File: src/rtl/afc_pkg.sv
package afc_pkg;
  typedef enum logic {
    ST_IDLE = 1'b0,
    ST_MEM  = 1'b1
  } afc_state_e;
endpackage

File: src/rtl/afc_tag_cam.sv
module afc_tag_cam #(
  parameter int ADDR_W  = 16,
  parameter int DATA_W  = 8,
  parameter int ENTRIES = 8,
  parameter int IDX_W   = $clog2(ENTRIES)
) (
  input  logic               clk_i,
  input  logic               rst_ni,
  input  logic [ADDR_W-1:0]  key_addr_i,
  input  logic               fill_en_i,
  input  logic [IDX_W-1:0]   fill_idx_i,
  input  logic [ADDR_W-1:0]  fill_addr_i,
  input  logic [DATA_W-1:0]  fill_data_i,
  input  logic               upd_en_i,
  input  logic [IDX_W-1:0]   upd_idx_i,
  input  logic [DATA_W-1:0]  upd_data_i,
  output logic [ENTRIES-1:0] match_o,
  output logic               hit_o,
  output logic [IDX_W-1:0]   hit_idx_o,
  output logic [DATA_W-1:0]  hit_data_o
);
  localparam int ENTRY_W = ADDR_W + DATA_W;
  // compare mask: address field set, data field cleared
  localparam logic [ENTRY_W-1:0] LOOKUP_MASK = {{ADDR_W{1'b1}}, {DATA_W{1'b0}}};

  logic [ENTRY_W-1:0] key_word;
  logic [DATA_W-1:0]  data_arr [ENTRIES];

  assign key_word = {key_addr_i, {DATA_W{1'b0}}};

  for (genvar e = 0; e < ENTRIES; e++) begin : g_entry
    logic [ENTRY_W-1:0] word_q;
    logic               vld_q;

    always_ff @(posedge clk_i or negedge rst_ni) begin
      if (!rst_ni) begin
        word_q <= '0;
        vld_q  <= 1'b0;
      end else if (fill_en_i && (fill_idx_i == IDX_W'(e))) begin
        word_q <= {fill_addr_i, fill_data_i};
        vld_q  <= 1'b1;
      end else if (upd_en_i && (upd_idx_i == IDX_W'(e))) begin
        word_q[DATA_W-1:0] <= upd_data_i;
      end
    end

    assign match_o[e]  = vld_q && (((word_q ^ key_word) & LOOKUP_MASK) == '0);
    assign data_arr[e] = word_q[DATA_W-1:0];
  end

  // match vector is one-hot or empty, so OR-reduction encodes it
  always_comb begin
    hit_idx_o  = '0;
    hit_data_o = '0;
    for (int e = 0; e < ENTRIES; e++) begin
      if (match_o[e]) begin
        hit_idx_o  = hit_idx_o | IDX_W'(e);
        hit_data_o = hit_data_o | data_arr[e];
      end
    end
  end

  assign hit_o = |match_o;
endmodule

File: src/rtl/afc_fifo_ptr.sv
module afc_fifo_ptr #(
  parameter int ENTRIES = 8,
  parameter int IDX_W   = $clog2(ENTRIES)
) (
  input  logic             clk_i,
  input  logic             rst_ni,
  input  logic             advance_i,
  output logic [IDX_W-1:0] ptr_o
);
  localparam logic [IDX_W-1:0] LAST_IDX = IDX_W'(ENTRIES - 1);

  logic [IDX_W-1:0] ptr_q;

  always_ff @(posedge clk_i or negedge rst_ni) begin
    if (!rst_ni) begin
      ptr_q <= '0;
    end else if (advance_i) begin
      ptr_q <= (ptr_q == LAST_IDX) ? '0 : ptr_q + 1'b1;
    end
  end

  assign ptr_o = ptr_q;
endmodule

File: src/rtl/afc_ctrl.sv
module afc_ctrl
  import afc_pkg::*;
#(
  parameter int ADDR_W = 16,
  parameter int DATA_W = 8,
  parameter int IDX_W  = 3
) (
  input  logic              clk_i,
  input  logic              rst_ni,
  input  logic              req_valid_i,
  input  logic              req_write_i,
  input  logic [ADDR_W-1:0] req_addr_i,
  input  logic [DATA_W-1:0] req_wdata_i,
  input  logic              hit_i,
  input  logic [IDX_W-1:0]  hit_idx_i,
  input  logic [DATA_W-1:0] hit_data_i,
  input  logic              mem_ack_i,
  input  logic [DATA_W-1:0] mem_rdata_i,
  output logic              busy_o,
  output logic              rsp_hit_o,
  output logic [DATA_W-1:0] rsp_rdata_o,
  output logic              mem_req_o,
  output logic              mem_write_o,
  output logic [ADDR_W-1:0] mem_addr_o,
  output logic [DATA_W-1:0] mem_wdata_o,
  output logic              fill_en_o,
  output logic [ADDR_W-1:0] fill_addr_o,
  output logic [DATA_W-1:0] fill_data_o,
  output logic              upd_en_o,
  output logic [IDX_W-1:0]  upd_idx_o,
  output logic [DATA_W-1:0] upd_data_o
);
  afc_state_e        state_q, state_d;
  logic [ADDR_W-1:0] addr_q;
  logic [DATA_W-1:0] wdata_q;
  logic              write_q;
  logic              hit_q;
  logic [IDX_W-1:0]  hit_idx_q;
  logic              need_mem;
  logic              in_idle;

  assign in_idle  = (state_q == ST_IDLE);
  assign need_mem = req_valid_i && (req_write_i || !hit_i);

  always_comb begin
    state_d = state_q;
    unique case (state_q)
      ST_IDLE: if (need_mem)  state_d = ST_MEM;
      ST_MEM:  if (mem_ack_i) state_d = ST_IDLE;
      default: state_d = ST_IDLE;
    endcase
  end

  always_ff @(posedge clk_i or negedge rst_ni) begin
    if (!rst_ni) begin
      state_q   <= ST_IDLE;
      addr_q    <= '0;
      wdata_q   <= '0;
      write_q   <= 1'b0;
      hit_q     <= 1'b0;
      hit_idx_q <= '0;
    end else begin
      state_q <= state_d;
      if (in_idle && need_mem) begin
        addr_q    <= req_addr_i;
        wdata_q   <= req_wdata_i;
        write_q   <= req_write_i;
        hit_q     <= hit_i;
        hit_idx_q <= hit_idx_i;
      end
    end
  end

  assign busy_o      = in_idle ? need_mem : !mem_ack_i;
  assign rsp_hit_o   = in_idle && req_valid_i && hit_i;
  assign rsp_rdata_o = in_idle ? hit_data_i : mem_rdata_i;

  assign mem_req_o   = !in_idle;
  assign mem_write_o = !in_idle && write_q;
  assign mem_addr_o  = addr_q;
  assign mem_wdata_o = wdata_q;

  // read miss fills the victim; write hit refreshes its entry
  assign fill_en_o   = !in_idle && mem_ack_i && !write_q;
  assign fill_addr_o = addr_q;
  assign fill_data_o = mem_rdata_i;
  assign upd_en_o    = !in_idle && mem_ack_i && write_q && hit_q;
  assign upd_idx_o   = hit_idx_q;
  assign upd_data_o  = wdata_q;
endmodule

File: src/rtl/assoc_fifo_cache.sv
module assoc_fifo_cache #(
  parameter int ADDR_W  = 16,
  parameter int DATA_W  = 8,
  parameter int ENTRIES = 8
) (
  input  logic              clk_i,
  input  logic              rst_ni,
  input  logic              req_valid_i,
  input  logic              req_write_i,
  input  logic [ADDR_W-1:0] req_addr_i,
  input  logic [DATA_W-1:0] req_wdata_i,
  output logic              busy_o,
  output logic              rsp_hit_o,
  output logic [DATA_W-1:0] rsp_rdata_o,
  output logic              mem_req_o,
  output logic              mem_write_o,
  output logic [ADDR_W-1:0] mem_addr_o,
  output logic [DATA_W-1:0] mem_wdata_o,
  input  logic              mem_ack_i,
  input  logic [DATA_W-1:0] mem_rdata_i
);
  localparam int IDX_W = (ENTRIES > 1) ? $clog2(ENTRIES) : 1;

  logic [ENTRIES-1:0] match_vec;
  logic               hit;
  logic [IDX_W-1:0]   hit_idx;
  logic [DATA_W-1:0]  hit_data;
  logic [IDX_W-1:0]   victim_idx;
  logic               fill_en;
  logic [ADDR_W-1:0]  fill_addr;
  logic [DATA_W-1:0]  fill_data;
  logic               upd_en;
  logic [IDX_W-1:0]   upd_idx;
  logic [DATA_W-1:0]  upd_data;

  afc_tag_cam #(
    .ADDR_W (ADDR_W),
    .DATA_W (DATA_W),
    .ENTRIES(ENTRIES),
    .IDX_W  (IDX_W)
  ) u_cam (
    .clk_i      (clk_i),
    .rst_ni     (rst_ni),
    .key_addr_i (req_addr_i),
    .fill_en_i  (fill_en),
    .fill_idx_i (victim_idx),
    .fill_addr_i(fill_addr),
    .fill_data_i(fill_data),
    .upd_en_i   (upd_en),
    .upd_idx_i  (upd_idx),
    .upd_data_i (upd_data),
    .match_o    (match_vec),
    .hit_o      (hit),
    .hit_idx_o  (hit_idx),
    .hit_data_o (hit_data)
  );

  afc_fifo_ptr #(
    .ENTRIES(ENTRIES),
    .IDX_W  (IDX_W)
  ) u_ptr (
    .clk_i    (clk_i),
    .rst_ni   (rst_ni),
    .advance_i(fill_en),
    .ptr_o    (victim_idx)
  );

  afc_ctrl #(
    .ADDR_W(ADDR_W),
    .DATA_W(DATA_W),
    .IDX_W (IDX_W)
  ) u_ctrl (
    .clk_i      (clk_i),
    .rst_ni     (rst_ni),
    .req_valid_i(req_valid_i),
    .req_write_i(req_write_i),
    .req_addr_i (req_addr_i),
    .req_wdata_i(req_wdata_i),
    .hit_i      (hit),
    .hit_idx_i  (hit_idx),
    .hit_data_i (hit_data),
    .mem_ack_i  (mem_ack_i),
    .mem_rdata_i(mem_rdata_i),
    .busy_o     (busy_o),
    .rsp_hit_o  (rsp_hit_o),
    .rsp_rdata_o(rsp_rdata_o),
    .mem_req_o  (mem_req_o),
    .mem_write_o(mem_write_o),
    .mem_addr_o (mem_addr_o),
    .mem_wdata_o(mem_wdata_o),
    .fill_en_o  (fill_en),
    .fill_addr_o(fill_addr),
    .fill_data_o(fill_data),
    .upd_en_o   (upd_en),
    .upd_idx_o  (upd_idx),
    .upd_data_o (upd_data)
  );
endmodule

File: config.mk
export PLATFORM = sky130hd
export DESIGN_NAME = assoc_fifo_cache
export DESIGN_NICKNAME = d
export VERILOG_FILES = /design/src/rtl/afc_pkg.sv /design/src/rtl/afc_tag_cam.sv /design/src/rtl/afc_fifo_ptr.sv /design/src/rtl/afc_ctrl.sv /design/src/rtl/assoc_fifo_cache.sv
export SDC_FILE = /design/constraint.sdc
export NUM_CORES = 1
export LEC_CHECK = 0
export CORE_ASPECT_RATIO = 1.75
export CORE_MARGIN = 2
export CORE_UTILIZATION = 54
export DETAILED_ROUTE_END_ITERATION = 7
export GPL_ROUTABILITY_DRIVEN = 0
export HOLD_SLACK_MARGIN = 0.1
export PLACE_DENSITY = 0.77
export SLEW_MARGIN = 20
export SYNTH_ARGS = -nofsm -noshare
export SYNTH_HDL_FRONTEND = slang
export SYNTH_SLANG_ARGS = --single-unit
File: constraint.sdc
create_clock -name clk_i -period 2.5 [get_ports clk_i]
set_clock_uncertainty 0.05 [all_clocks]
set_input_delay 0.375 -clock clk_i [delete_from_list [all_inputs] [get_ports clk_i]]
set_output_delay 0.375 -clock clk_i [all_outputs]
set_load 0.02 [all_outputs]
== After elaboration in Yosys (flattened, before gate mapping) ==
Cells that the tools add are included.
Word-level totals
  flip-flop bits (word level): 233
  input bits: 37
  output and inout port bits: 36
  word-level logic and storage cells: 155
Cells by class
  add/subtract/negate cells: 1
  equal/unequal tests: 14
  muxes and demuxes: 37
  bitwise logic cells: 16
  reductions and logical operators: 56
Operator list (count)
  $mux W8: 25
  $logic_not A24 Y1: 8
  $xor A24 B24 Y24: 8
  $or A8 B8 Y8: 7
  $logic_and A1 B1 Y1: 33
  $eq A3 B3 Y1 const B: 8
  $reduce_bool A2 Y1: 8
  $mux W3: 5
  $eq A3 B2 Y1 const B: 4
  $reduce_or A8 Y1: 1
  $eq A3 B1 Y1 const B: 2
  $logic_not A3 Y1: 2
  $mux W1: 4
  $mux W2: 2
  $add A3 B1 Y3 const B: 1
  $logic_not A1 Y1: 3
  $pmux W1 S2: 1
  $logic_or A1 B1 Y1: 1
  $not A1 Y1: 1

== Longest topological paths before layout ==
  word-level depth: 19
  mapped depth: 10
  depth with buffers taken out: 7

== Cells and area by module ==
A second synthesis with hierarchy kept.
Second synthesis, totals
  cells, all modules: 1065
  area total of the unflattened synthesis: 12085.3 µm²
Modules (own cells, without submodules)
  afc_tag_cam: instances 1, cells each 938, area each 10430.0 µm², sequential area each 5004.8 µm²
  afc_ctrl: instances 1, cells each 116, area each 1512.7 µm², sequential area each 750.7 µm²
  afc_fifo_ptr: instances 1, cells each 11, area each 142.6 µm², sequential area each 75.1 µm²

== Worst setup path after synthesis ==
OpenSTA, ideal clock, no wires.
  kind: input to output
  start: in req_addr_i[15]
  end: out rsp_rdata_o[0]
  data arrival time: 2.449 ns
  data required time: 2.075 ns
  path slack: -0.374 ns
  stages on the path: 8
  path buffers: 1
  cell sequence: buf_4 -> xnor2_1 -> nand4_1 -> or3_1 -> nor3_1 -> a22o_1 -> a221oi_1 -> a31oi_1
On the way
  cells in the longest elaborated chain, start to end: 19
  elaborated cells on any way between the ends: 40
  classes of those cells: mux: 9; bitwise: 15; reduce/logical: 16
RTL lines
  start, declared: RTL line assoc_fifo_cache.sv:10  | input logic [ADDR_W-1:0] req_addr_i,
  $xor A24 B24 Y24: RTL line afc_tag_cam.sv:47  | assign match_o[e] = vld_q && (((word_q ^ key_word) & LOOKUP_MASK) == '0);
  $logic_not A24 Y1: RTL line afc_tag_cam.sv:47
  $logic_and A1 B1 Y1: RTL line afc_tag_cam.sv:47
  $mux W8: RTL line afc_tag_cam.sv:56  | if (match_o[e]) begin
  $or A8 B8 Y8: RTL line afc_tag_cam.sv:58  | hit_data_o = hit_data_o | data_arr[e];
  $mux W8: RTL line afc_tag_cam.sv:56
  $or A8 B8 Y8: RTL line afc_tag_cam.sv:58
  $mux W8: RTL line afc_tag_cam.sv:56
  [... 3 more ...]
  $mux W8: RTL line afc_tag_cam.sv:56
  $or A8 B8 Y8: RTL line afc_tag_cam.sv:58
  $mux W8: RTL line afc_tag_cam.sv:56
  $or A8 B8 Y8: RTL line afc_tag_cam.sv:58
  $mux W8: RTL line afc_tag_cam.sv:56
  $or A8 B8 Y8: RTL line afc_tag_cam.sv:58
  $mux W8 *: RTL line afc_tag_cam.sv:56
  $mux W8 *: RTL line afc_ctrl.sv:76  | assign rsp_rdata_o = in_idle ? hit_data_i : mem_rdata_i;
  end, declared: RTL line assoc_fifo_cache.sv:14  | output logic [DATA_W-1:0] rsp_rdata_o,
Mark *: on every way between the ends. The rest lies on a longest branch, timed or not.

== Worst setup path in the final report ==
  start: reg u_cam.g_entry[2].word_q[10]
  end: out busy_o
On the way
  cells in the longest elaborated chain, start to end: 8
RTL lines
  start, declared: RTL line afc_tag_cam.sv:32  | logic [ENTRY_W-1:0] word_q;
  start signal, assigned: RTL line afc_tag_cam.sv:40  | word_q <= {fill_addr_i, fill_data_i};
  start signal, assigned by index: RTL line afc_tag_cam.sv:43  | word_q[DATA_W-1:0] <= upd_data_i;
  $xor A24 B24 Y24: RTL line afc_tag_cam.sv:47
  $logic_not A24 Y1: RTL line afc_tag_cam.sv:47
  $logic_and A1 B1 Y1: RTL line afc_tag_cam.sv:47
  $reduce_or A8 Y1: RTL line afc_tag_cam.sv:63  | assign hit_o = |match_o;
  $logic_not A1 Y1: RTL line afc_ctrl.sv:43  | assign need_mem = req_valid_i && (req_write_i || !hit_i);
  $logic_or A1 B1 Y1: RTL line afc_ctrl.sv:43
  $logic_and A1 B1 Y1: RTL line afc_ctrl.sv:43
  $mux W1: RTL line afc_ctrl.sv:74  | assign busy_o = in_idle ? need_mem : !mem_ack_i;
  end, declared: RTL line assoc_fifo_cache.sv:12  | output logic busy_o,
No other way between the ends.

==> results.py <==
metrics = {
    "worst_setup_path": {
        "critical_path_buf_inv_count": 1,
        "max_stage_delay_ns": 0.57,
        "setup.worst_path.end_class": "output pin",
        "worstSetupStartpointType": "flop",
        "worst-path-max-fanout": 2,
        "cp_data_arrival_time_ns": 2.96,
        "path_delay_family": "simple AND/OR/NAND/NOR gates",
        "criticalPathCategory": "flop to output pin",
        "path_cells": "xnor2_4, nand4_1, or4_1, o22a_1, and4_4, o21a_4, a21o_4, buf_6",
        "crit_slowest_cell": "or4_1",
        "critPathRequiredTime_ns": 2.08,
    },
    "yosys": {
        "synth_warnings": 0,
        "synth_top_family_by_area": "multiplexers",
        "synthCells": 950,
        "ys_ff_latch": 233,
        "yosys-top-cells-area": "dfrtp_1 (51%), mux2_2 (13%), xnor2_1 (9.7%)",
        "synthMuxAreaShare_pct": 21.1,
        "syn_nets": 993,
        "synth_adder_area_share_pct": 0.652,
        "synth-xor-area-share_pct": 9.74,
        "synth_area_per_cell_um2": 12.1,
        "ys_seq_area_share_pct": 50.7,
        "synth-simple-area-share_pct": 7.27,
        "ys_types": 42,
        "netlist.area_leader.share_pct": 50.7,
        "synth_compound_area_share_pct": 7.00,
        "synth_area_leader_cell": "dfrtp_1",
        "syn_area_um2": 11500,
    },
    "global_route": {
        "gr-total-overflow": 0,
        "grt_busiest_layer": "met2",
        "grt_use_met3_pct": 3.71,
        "grt_pass1_vias": 9067,
        "grt_max_degree": 69,
        "grtUsageMet2_pct": 56.6,
        "grt_pass1_wl_um": 53400,
        "antenna_found_initial": 0,
        "use_met1_pct": 34.6,
        "track_usage_pct": 31.7,
    },
    "power": {
        "p_per_area_nw_per_um2": 1020,
        "p_total_mw": 15.5,
        "cellLeakagePower_nw": 7.14,
        "ir_drop_uv": 831,
    },
    "timing": {
        "fin_crit_sh_pct": 135,
        "period_minus_slack_ns": 3.38,
        "finalHoldViolations": 0,
        "fmax_mhz": 296,
        "rsz0062_at_grt": "true",
        "hold-worst-slack_ns": 0.257,
        "fin_ws_ns": -0.880,
        "slew_violations": 0,
        "tightest_slew_ns": 0.757,
        "relSlewSlack_pct": 49.5,
        "finalSetupViolations": 37,
    },
    "clocking": {
        "path_clk_slew_ns": 0.06,
        "cts_tree": "yes",
        "clkLatencyLatePin_ns": 0.52,
        "cts_max_level": 1,
        "clock-sinks": 233,
        "cts_buffers": 23,
        "clockBufferDepth": 3,
        "cts_root_buf": "clkbuf_16",
    },
    "final_layout": {
        "finish.instance_area_um2": 15300,
        "finish.net_count": 1180,
        "diodes": 0,
        "nFillCells": 1333,
        "area.growth.synth_to_final_pct": 32.6,
        "drive_above_1_share_pct": 37.6,
        "post-route-util_pct": 72.9,
    },
    "placement": {
        "hpwl_um": 22700,
        "placed_area_um2": 13600,
        "io_buffer_count": 72,
    },
    "die": {
        "rows": 70,
        "ioPinCount": 73,
        "die-area_um2": 22500,
        "core_um2": 20900,
        "start_util_pct": 55.0,
        "fp.dieW_um": 114,
        "die_h_um": 197,
    },
    "route": {
        "vias": 8524,
        "wl_per_cell_um": 24.9,
        "vias_per_cell": 6.07,
        "antenna_left": 0,
        "drc": 0,
        "routed_wl_um": 35000,
        "drt_iter0_markers": 842,
        "drt-pass1-iter-count": 7,
    },
    "min_path": {
        "worstHoldPathType": "primary input to flop",
    },
    "outcome": {
        "violations": "negative setup slack",
        "outcome": "complete, but fails checks",
    },
    "run": {
        "drv_cap": 0,
    },
}
-- through the flow --
step	cells	setup TNS (ns)	worst slack, ns
after floorplan	950	-2.20	-0.206
after global placement	1326	-41.84	-1.32
after detailed placement	1326	-42.74	-1.35
after CTS	1400	-16.18	-0.788
after global routing	1405	-22.94	-0.940
final	1405	-20.69	-0.880
-- synthesized netlist by cell type, drive strengths merged --
library cell / number
ha: 6
xnor2: 128
nand3: 13
nand2b: 8
nand3b: 1
nor4: 2
a221oi: 16
a31oi: 8
o31ai: 2
buf: 37
o22a: 4
nor2: 34
a21o: 1
and2b: 1
a22o: 17
nand4: 25
a21oi: 26
nand2: 57
nor3: 9
mux2i: 66
or4: 8
clkinv: 1
o41a: 1
mux2: 152
o21ai: 45
or3: 10
dfrtp: 233
nor2b: 1
o31a: 2
and4: 1
and2: 1
clkbuf: 24
a32oi: 2
inv: 7
o21a: 1
-- what timing repair did --
item / in CTS / in global routing
pin swaps: 39 / 16
endpoints found under the setup margin: 38 / 37
resized for setup: 125 / 32
hold endpoints to repair: 65 / 0
cloned: 5 / 0
hold buffers: 1 / 0
buffers inserted: 27 / 6
-- where the power goes --
part / switching (mW) / total, mW / internal (mW)
sequential: 1.45 / 6.78 / 5.33
clock: 1.50 / 3.63 / 2.13
combinational: 2.25 / 5.13 / 2.88
total: 5.20 / 15.5 / 10.3
-- per-layer routing --
metal  wire length [um]  share of wire, %
met2              18500                53
met3               1690               4.8
met5                  0                 0
met1              12000                34
met4               2790               8.0
-- worst paths after layout --
kind / start / to / slack, ns / cells after the start
max reg2reg: u_cam.g_entry[2].word_q[10] / u_ctrl.fill_addr_o[5] / -0.53 / 10
min reg2reg: u_cam.g_entry[2].vld_q / u_cam.g_entry[2].vld_q / 0.42 / 1
min in group asynchronous: rst_ni / u_ctrl.mem_wdata_o[5] / 0.37 / 2
min: req_addr_i[13] / u_ctrl.fill_addr_o[13] / 0.26 / 3
max in group asynchronous: rst_ni / u_cam.g_entry[1].word_q[1] / 1.26 / 3
max: u_cam.g_entry[2].word_q[10] / busy_o / -0.88 / 8
-- cells in the final DEF, fill, tap and decap left out, drive strengths merged, types with 2 or more instances in the layout --
master	n
buf	159
clkinvlp	3
a31oi	8
dlygate4sd2	14
clkinv	5
nor4	2
nor3	9
or4	8
clkbuf	31
nand4	25
dfrtp	233
a221oi	16
inv	7
xnor2	128
o31ai	2
o22a	4
bufinv	3
clkdlybuf4s50	46
or3	10
a21oi	26
nor2	34
ha	6
bufbuf	2
nand2b	8
a32oi	2
o31a	2
a22o	17
nand3	13
mux2	152
mux2i	66
o21ai	45
nand2	57
-- area by class of cell --
cell class | count | area [um^2] | area share [%]
Tap cell | 252 | 315 | 2.07
Inverter | 8 | 30.0 | 0.197
Timing Repair Buffer | 223 | 2360 | 15.4
Sequential cell | 233 | 5830 | 38.2
Clock buffer | 31 | 646 | 4.23
Clock inverter | 10 | 140 | 0.918
Multi-Input combinational cell | 648 | 5940 | 38.9
-- flip-flops by register name, summed over array words and instances (netlist names), 3 cells and up --
signal                count
u_cam.g_entry.vld_q       8
u_ctrl.upd_idx_o          3
u_ptr.ptr_o               3
u_ctrl.mem_wdata_o        8
u_cam.g_entry.word_q    192
u_ctrl.fill_addr_o       16
-- logic make-up after synthesis --
family | count (synthesis)
XOR/XNOR | 128
AND/OR/NAND/NOR | 171
AO/OA/AOI/OAI | 125
flip-flops | 233
adder cells (fa/ha/maj) | 6
multiplexers | 218
buffers and inverters | 69
-- worst reg2reg max path, delay by kind of cell, from the launching register on --
| family | cells | cell delay (ns) |
|---|---|---|
| buffers and inverters | 3 | 0.41 |
| AO/OA/AOI/OAI | 2 | 0.44 |
| AND/OR/NAND/NOR | 3 | 1.02 |
| multiplexers | 1 | 0.31 |
| XOR/XNOR | 1 | 0.24 |
| flip-flops | 1 | 0.43 |
No activity file was read; power rests on OpenSTA's default activity.
